$ cat src/rtl/doze_pkg.sv
package doze_pkg;
   typedef enum logic [1:0] {
      DZ_AWAKE     = 2'd0,
      DZ_SW_SLEEP  = 2'd1,
      DZ_PIN_SLEEP = 2'd2
   } doze_state_e;
endpackage

$ cat src/rtl/doze_line_watch.sv
module doze_line_watch #(
   parameter int NUM_MODEM = 4
) (
   input  logic                 clk_i,
   input  logic                 rst_ni,
   input  logic                 arm_i,
   input  logic [NUM_MODEM-1:0] line_i,
   input  logic                 clr_i,
   output logic                 change_o,
   output logic [NUM_MODEM-1:0] delta_o
);
   logic [NUM_MODEM-1:0] hist_q;
   logic [NUM_MODEM-1:0] diff;

   always_ff @(posedge clk_i or negedge rst_ni) begin
      if (!rst_ni) hist_q <= '1;
      else         hist_q <= line_i;
   end

   for (genvar g = 0; g < NUM_MODEM; g++) begin : g_bit
      assign diff[g] = arm_i & (line_i[g] ^ hist_q[g]);
      always_ff @(posedge clk_i or negedge rst_ni) begin
         if (!rst_ni)       delta_o[g] <= 1'b0;
         else if (diff[g])  delta_o[g] <= 1'b1;
         else if (clr_i)    delta_o[g] <= 1'b0;
      end
   end

   assign change_o = |diff;
endmodule

$ cat src/rtl/doze_rx_watch.sv
module doze_rx_watch (
   input  logic clk_i,
   input  logic rst_ni,
   input  logic arm_i,
   input  logic rx_i,
   input  logic irda_i,
   output logic idle_o,
   output logic start_o
);
   logic rx_q;
   logic idle_lvl;

   always_ff @(posedge clk_i or negedge rst_ni) begin
      if (!rst_ni) rx_q <= 1'b1;
      else         rx_q <= rx_i;
   end

   assign idle_lvl = ~irda_i;
   assign idle_o   = (rx_i == idle_lvl);
   assign start_o  = arm_i & (rx_q == idle_lvl) & (rx_i != idle_lvl);
endmodule

$ cat src/rtl/doze_wake_flag.sv
module doze_wake_flag (
   input  logic clk_i,
   input  logic rst_ni,
   input  logic asleep_i,
   input  logic clr_i,
   input  logic en_i,
   output logic irq_o
);
   logic asleep_q;
   logic flag_q;

   always_ff @(posedge clk_i or negedge rst_ni) begin
      if (!rst_ni) begin
         asleep_q <= 1'b0;
         flag_q   <= 1'b0;
      end else begin
         asleep_q <= asleep_i;
         if (asleep_q && !asleep_i) flag_q <= 1'b1;
         else if (clr_i)            flag_q <= 1'b0;
      end
   end

   assign irq_o = flag_q & en_i;
endmodule

$ cat src/rtl/uart_doze_ctrl.sv
module uart_doze_ctrl #(
   parameter int NUM_MODEM        = 4,
   parameter bit WAKE_IRQ_PRESENT = 1'b1
) (
   input  logic                 clk_i,
   input  logic                 rst_ni,
   input  logic                 sw_sleep_en_i,
   input  logic                 irq_pending_i,
   input  logic                 tx_fifo_empty_i,
   input  logic                 rx_fifo_empty_i,
   input  logic                 divisor_nz_i,
   input  logic                 rx_line_i,
   input  logic                 irda_mode_i,
   input  logic [NUM_MODEM-1:0] modem_n_i,
   input  logic                 thr_write_i,
   input  logic                 msr_read_i,
   input  logic                 tsr_idle_i,
   input  logic                 rsr_idle_i,
   input  logic                 sleep_pin_i,
   input  logic                 wake_irq_en_i,
   input  logic                 wake_status_read_i,
   output logic                 clk_en_o,
   output logic                 sleeping_o,
   output logic                 wake_irq_o,
   output logic [NUM_MODEM-1:0] modem_delta_o
);
   import doze_pkg::*;

   if (NUM_MODEM < 1 || NUM_MODEM > 16) begin : g_bad_width
      $error("uart_doze_ctrl: NUM_MODEM out of range");
   end

   doze_state_e state_q, state_d;
   logic arm_q;
   logic modem_chg, rx_start, rx_idle;
   logic wake_evt, sw_ok, shifters_idle;

   always_ff @(posedge clk_i or negedge rst_ni) begin
      if (!rst_ni) arm_q <= 1'b0;
      else         arm_q <= 1'b1;
   end

   doze_line_watch #(.NUM_MODEM(NUM_MODEM)) line_i (
      .clk_i    (clk_i),
      .rst_ni   (rst_ni),
      .arm_i    (arm_q),
      .line_i   (modem_n_i),
      .clr_i    (msr_read_i),
      .change_o (modem_chg),
      .delta_o  (modem_delta_o)
   );

   doze_rx_watch rx_i (
      .clk_i   (clk_i),
      .rst_ni  (rst_ni),
      .arm_i   (arm_q),
      .rx_i    (rx_line_i),
      .irda_i  (irda_mode_i),
      .idle_o  (rx_idle),
      .start_o (rx_start)
   );

   assign wake_evt      = rx_start | thr_write_i | modem_chg;
   assign shifters_idle = tsr_idle_i & rsr_idle_i;
   assign sw_ok = sw_sleep_en_i & ~irq_pending_i & tx_fifo_empty_i &
                  rx_fifo_empty_i & divisor_nz_i & rx_idle &
                  ~(|modem_delta_o) & ~wake_evt;

   always_comb begin
      state_d = state_q;
      unique case (state_q)
         DZ_AWAKE: begin
            if (sleep_pin_i) begin
               if (shifters_idle) state_d = DZ_PIN_SLEEP;
            end else if (sw_ok) begin
               state_d = DZ_SW_SLEEP;
            end
         end
         DZ_SW_SLEEP: begin
            if (sleep_pin_i)
               state_d = shifters_idle ? DZ_PIN_SLEEP : DZ_AWAKE;
            else if (wake_evt || !sw_sleep_en_i)
               state_d = DZ_AWAKE;
         end
         DZ_PIN_SLEEP: begin
            if (!sleep_pin_i) state_d = DZ_AWAKE;
         end
         default: state_d = DZ_AWAKE;
      endcase
   end

   always_ff @(posedge clk_i or negedge rst_ni) begin
      if (!rst_ni) state_q <= DZ_AWAKE;
      else         state_q <= state_d;
   end

   assign sleeping_o = (state_q != DZ_AWAKE);
   assign clk_en_o   = (state_q == DZ_AWAKE);

   if (WAKE_IRQ_PRESENT) begin : g_wake_irq
      doze_wake_flag flag_i (
         .clk_i    (clk_i),
         .rst_ni   (rst_ni),
         .asleep_i (sleeping_o),
         .clr_i    (wake_status_read_i),
         .en_i     (wake_irq_en_i),
         .irq_o    (wake_irq_o)
      );
   end else begin : g_no_wake_irq
      logic unused_w;
      assign unused_w   = wake_irq_en_i ^ wake_status_read_i;
      assign wake_irq_o = 1'b0;
   end
endmodule

$ cat config.mk
export PLATFORM = sky130hd
export DESIGN_NAME = uart_doze_ctrl
export DESIGN_NICKNAME = d
export VERILOG_FILES = /design/src/rtl/doze_pkg.sv /design/src/rtl/doze_line_watch.sv /design/src/rtl/doze_rx_watch.sv /design/src/rtl/doze_wake_flag.sv /design/src/rtl/uart_doze_ctrl.sv
export SDC_FILE = /design/constraint.sdc
export NUM_CORES = 1
export LEC_CHECK = 0
export BUFFER_PORTS_ARGS = -buffer_cell sky130_fd_sc_hd__buf_2
export CELL_PAD_IN_SITES_DETAIL_PLACEMENT = 1
export CELL_PAD_IN_SITES_GLOBAL_PLACEMENT = 1
export CORE_MARGIN = 10
export CORE_UTILIZATION = 29
export DETAILED_ROUTE_END_ITERATION = 7
export HOLD_SLACK_MARGIN = 0.15
export PLACE_DENSITY_LB_ADDON = 0.1
export SETUP_SLACK_MARGIN = 0.02
export SLEW_MARGIN = 20
export SYNTH_ARGS = -nofsm -noshare
export SYNTH_HDL_FRONTEND = slang
export SYNTH_SLANG_ARGS = --single-unit
$ cat constraint.sdc
create_clock -name clk_i -period 1.24 [get_ports clk_i]
set_input_delay 0.248 -clock clk_i [delete_from_list [all_inputs] [get_ports clk_i]]
set_output_delay 0.248 -clock clk_i [all_outputs]
set_load 0.02 [all_outputs]
Word level (Yosys, flattened, before mapping). Index checks and enable logic that the tools add are counted.

Add/sub/neg operators: 0. Multiply operators: 0. Div/mod/pow operators: 0. $lt $le $gt $ge: 0. Eq/ne operators: 9. Shift operators: 0. Mux-type cells: 15. Bitwise gates (word level): 25. Reduce and logical (&&, ||, !) cells: 14.

Operators with widths (count): $and A1 B1 Y1 (15); $mux W2 (7); $reduce_bool A2 Y1 (6); $reduce_or A4 Y1 (2); $mux W1 (7); $ne A3 B2 Y1 const B (2); $pmux W2 S3 (1); $not A1 Y1 (4); $reduce_and A4 Y1 (1); $xor A1 B1 Y1 (4); $ne A3 B3 Y1 const B (1); $eq A1 B1 Y1 (2); $eq A2 B1 Y1 const B (1); $eq A2 B2 Y1 const B (1); $logic_not A1 Y1 (2); $logic_not A2 Y1 (1); $ne A2 B2 Y1 const B (1); $or A1 B1 Y1 (2); $logic_and A1 B1 Y1 (1); $logic_or A1 B1 Y1 (1); $ne A1 B1 Y1 (1).

Bits in registers: 14. Bits in latches: 0. Bits in writable memories: 0. Memory bits (read-only): 0. Input port bits: 20. Logic and storage cells: 73. Memories: 0.

Depth between registers and ports, before layout.
Depth after elaboration: 11. Depth in mapped cells: 4.

Cells and area by module. Synthesis repeated with hierarchy kept, for this count alone.

Cell total of the unflattened synthesis: 43. Area total of the unflattened synthesis: 588.1 um2.

By module, submodules not included: doze_line_watch (instances 1, cells an instance 18, area an instance 291.5 um2, seq. area each 205.2 um2); uart_doze_ctrl (instances 1, cells an instance 14, area an instance 160.2 um2, seq. area each 75.1 um2); doze_wake_flag (instances 1, cells an instance 6, area an instance 77.6 um2, seq. area each 50.0 um2); doze_rx_watch (instances 1, cells an instance 5, area an instance 58.8 um2, seq. area each 26.3 um2).

Worst setup path before layout. No wires, ideal clock.

Path kind: flip-flop to flip-flop. Start: register line_i.delta_o[0]. End: register state_q[0]. Library setup time: 0.073 ns. Arrival time: 1.290 ns. Data required time: 1.167 ns. Slack: -0.123 ns. Cell stages (with the launch flop): 5. Clock period less this slack: 1.363 ns. Cell sequence: dfrtp_1 > or4_4 > nor3_2 > o21ai_1 > a21oi_2.

Word-level cells in the longest chain between the ends: 6.

RTL lines: start: declaration (line doze_line_watch.sv:10) `output logic [NUM_MODEM-1:0] delta_o`; start signal: indexed assignment (line doze_line_watch.sv:23) `if (!rst_ni) delta_o[g] <= 1'b0;`; start signal: indexed assignment (line doze_line_watch.sv:24) `else if (diff[g]) delta_o[g] <= 1'b1;`; start signal: indexed assignment (line doze_line_watch.sv:25) `else if (clr_i) delta_o[g] <= 1'b0;`; $reduce_or A4 Y1 (line uart_doze_ctrl.sv:67) `~(|modem_delta_o) & ~wake_evt;`; $not A1 Y1 (line uart_doze_ctrl.sv:67); $and A1 B1 Y1 (line uart_doze_ctrl.sv:66) `rx_fifo_empty_i & divisor_nz_i & rx_idle &`; $and A1 B1 Y1 (line uart_doze_ctrl.sv:67); $ne A3 B2 Y1 (no source line); $reduce_and A4 Y1 (no source line); end signal: assignment (line uart_doze_ctrl.sv:94) `else state_q <= state_d;`; end: declaration (line uart_doze_ctrl.sv:33) `doze_state_e state_q, state_d;`.

No other way between the ends. A chain may end at the register's enable or synchronous reset.

Worst setup path in the final report. Same ends and word-level chain as after synthesis.

==> results.yml <==
run_status:
  status: "finished with violations"
  violations: "setup timing"
clock_network:
  path_clk_slew_ps: 90
  cts_inserted_buffers: 3
  clock-sinks: 14
  htree_levels: 1
  cts-root-buf: "clkbuf_4"
  tritoncts: "built"
  clock_path_buffers: 2
  clk_latency_ps: 280
global_route:
  grtUsageTotal_pct: 7.37
  grt_pass1_vias: 574
  antenna_found_initial: 0
  overflow: 0
  grt_max_degree: 15
  grt_pass1_wl_um: 2550
logic_synthesis:
  syn_area_um2: 593
  netlist-cell-type-count: 18
  synth_top_cells_by_area: "dfrtp_1, dfstp_2, xor2_1, o21ai_1, nand2_1"
  synth_area_per_cell_um2: 11.4
  netlist_instances: 52
  synth_seq_cells: 14
  synth-seq-area-share_pct: 60.1
  syn-num-nets: 72
  synth_top_cell_by_area: "dfrtp_1"
  netlist.area_leader.share_pct: 38.0
  ys_warn_count: 0
setup_path:
  cp.arrival_ps: 1520
  required_ps: 1460
  startpoint: "line_i.delta_o[0]"
  end_kind: "flip-flop"
  path_class: "reg -> reg"
  cp-start-kind: "flip-flop"
  r2r_start: "line_i.delta_o[0]"
  cp_max_fo: 2
sta:
  skew_ps: 2.41
  hold_viol: 0
  rsz0062_at_grt: "yes"
  fin_crit_sh_pct: 105
  setup_violations: 3
  fmax_mhz: 770
  final_max_slew_viol_count: 0
  min_period_ps: 1300
  finalWorstSetupSlack_ps: -59.3
power_and_ir_drop:
  p_leak_nw: 0.471
  power.density_nw_per_um2: 1120
  total_power_w: 0.00110
  p_comb_share_pct: 22.7
  p_seq_share_pct: 47.1
  power.internal_w: 0.000810
  irDropWorstVdd_mv: 0.618
  switching_share_pct: 26.5
  power.share.clock_pct: 30.2
  p_sw_w: 0.000291
routing:
  via_per_inst: 4.24
  drtIter0Drc: 11
  wl_per_cell_um: 12.5
  wirelength_um: 1530
  num_vias: 522
  drc: 0
  dr.pass1.iters: 2
  ant_nets: 0
final_layout:
  final_cell_mix: "buf_2, nand2_1, dfrtp_1, dlygate4sd3_1, buf_4"
  diodes: 0
  syn2layout_area_growth_pct: 65.4
  layout_commonest_cell: "buf_2"
  final_cell_area_um2: 981
  drive_above_1_share_pct: 55.2
  nNetsFinal: 117
min_path:
  min-delay-start: "msr_read_i"
  worstHoldPathType: "in -> reg"
placed_design:
  gp_congestion: 0.678
  dpl-instance-area_um2: 798
  place.port_buffers: 26
  place_ws_ps: -51.9
  dpl.hpwl_um: 1210
floorplan:
  dieHeight_um: 65.2
  start_util_pct: 30.2
  dieArea_um2: 4250
  core_area_um2: 1960
  die_x_um: 65.2
  io_pins: 27
  rows: 16
run:
  drv_cap: 0
[synth_stat cells]
library cell  n
a21oi_2       1
and2_1        2
conb_1        1
dfrtp_1       9
dfstp_2       5
inv_1         6
mux2i_1       1
nand2_1       8
nand4b_1      1
nor2_1        2
nor3_2        1
nor4_1        1
nor4b_4       1
o211ai_1      1
o21ai_1       6
or4_4         1
xnor2_1       1
xor2_1        4
[worst paths after layout]
check,slack [ps],cells after the start,to
min in group asynchronous,390,2,state_q[1]
setup / recovery,-60,4,state_q[0]
hold reg to reg,480,2,g_wake_irq.flag_i.flag_q
max in group asynchronous,560,2,line_i.hist_q[1]
hold / removal,180,2,line_i.delta_o[0]
setup reg to reg,-60,4,state_q[0]
[cell families after synthesis]
kind of cell / after synthesis / synth area share (%)
buffers and inverters: 6 / 3.80
AOI/OAI and AO/OA: 8 / 7.81
DFF: 14 / 60.1
muxes: 1 / 1.69
xor gates and xnor gates: 5 / 7.38
other: 1 / 0.632
and+or+nand+nor: 17 / 18.6
[critical path, cell delays in order, from the launching register on]
cell and delay, ps:
dfrtp_2 410, or4_4 520, nor3_4 140, o21ai_2 70, a21oi_2 100
[sequential cells by signal, indices dropped and copies added (netlist names)]
| register | cells |
|---|---|
| g_wake_irq.flag_i.asleep_q | 1 |
| g_wake_irq.flag_i.flag_q | 1 |
| line_i.hist_q | 4 |
| arm_q | 1 |
| state_q | 2 |
| line_i.delta_o | 4 |
| rx_i.rx_q | 1 |
[power by group through the flow]
| stage | sequential, W | combinational (W) | clock (W) |
|---|---|---|---|
| detailed placement | 0.000528 | 0.000196 | 0 |
| global placement | 0.000526 | 0.000194 | 0 |
| CTS | 0.000518 | 0.000230 | 0.000346 |
| finish | 0.000519 | 0.000250 | 0.000332 |
| floorplan | 0.000546 | 0.0000655 | 0 |
| global route | 0.000524 | 0.000277 | 0.000377 |
[layer usage]
layer,GRT usage (%),vias up,part of all wire (%)
li1,-,258,-
met1,8.28,243,45
met2,12.0,19,45
met3,3.56,2,8.8
met4,2.41,0,0.46
met5,0,-,0
[through the flow]
step                utilization (%)  TNS, ps  hold WS, ps  cells
floorplan                         -    -57.2        -47.6     52
global placement               40.7    -38.1          162    110
detailed placement             40.7    -51.9          162    110
CTS                            47.6     -133          175    122
global route                   50.0     -254          189    123
finish                         50.0     -119          179    123
[final cells by class]
type                       instances  area [µm²]
clock buffer                       4        36.3
fill                             251         981
inverter                           6        22.5
multi-input combinational         32         245
sequential                        14         359
tap                               27        33.8
timing repair buffer              40         284
[repair_timing]
item	in CTS	in global routing
endpoints found under the setup margin	4	6
hold buffers	7	0
pin swaps	4	4
setup buffers	1	1
endpoints found under the hold margin	20	0
gates resized for setup	8	9
gates cloned	0	0
(Power assumes the default switching activity.)
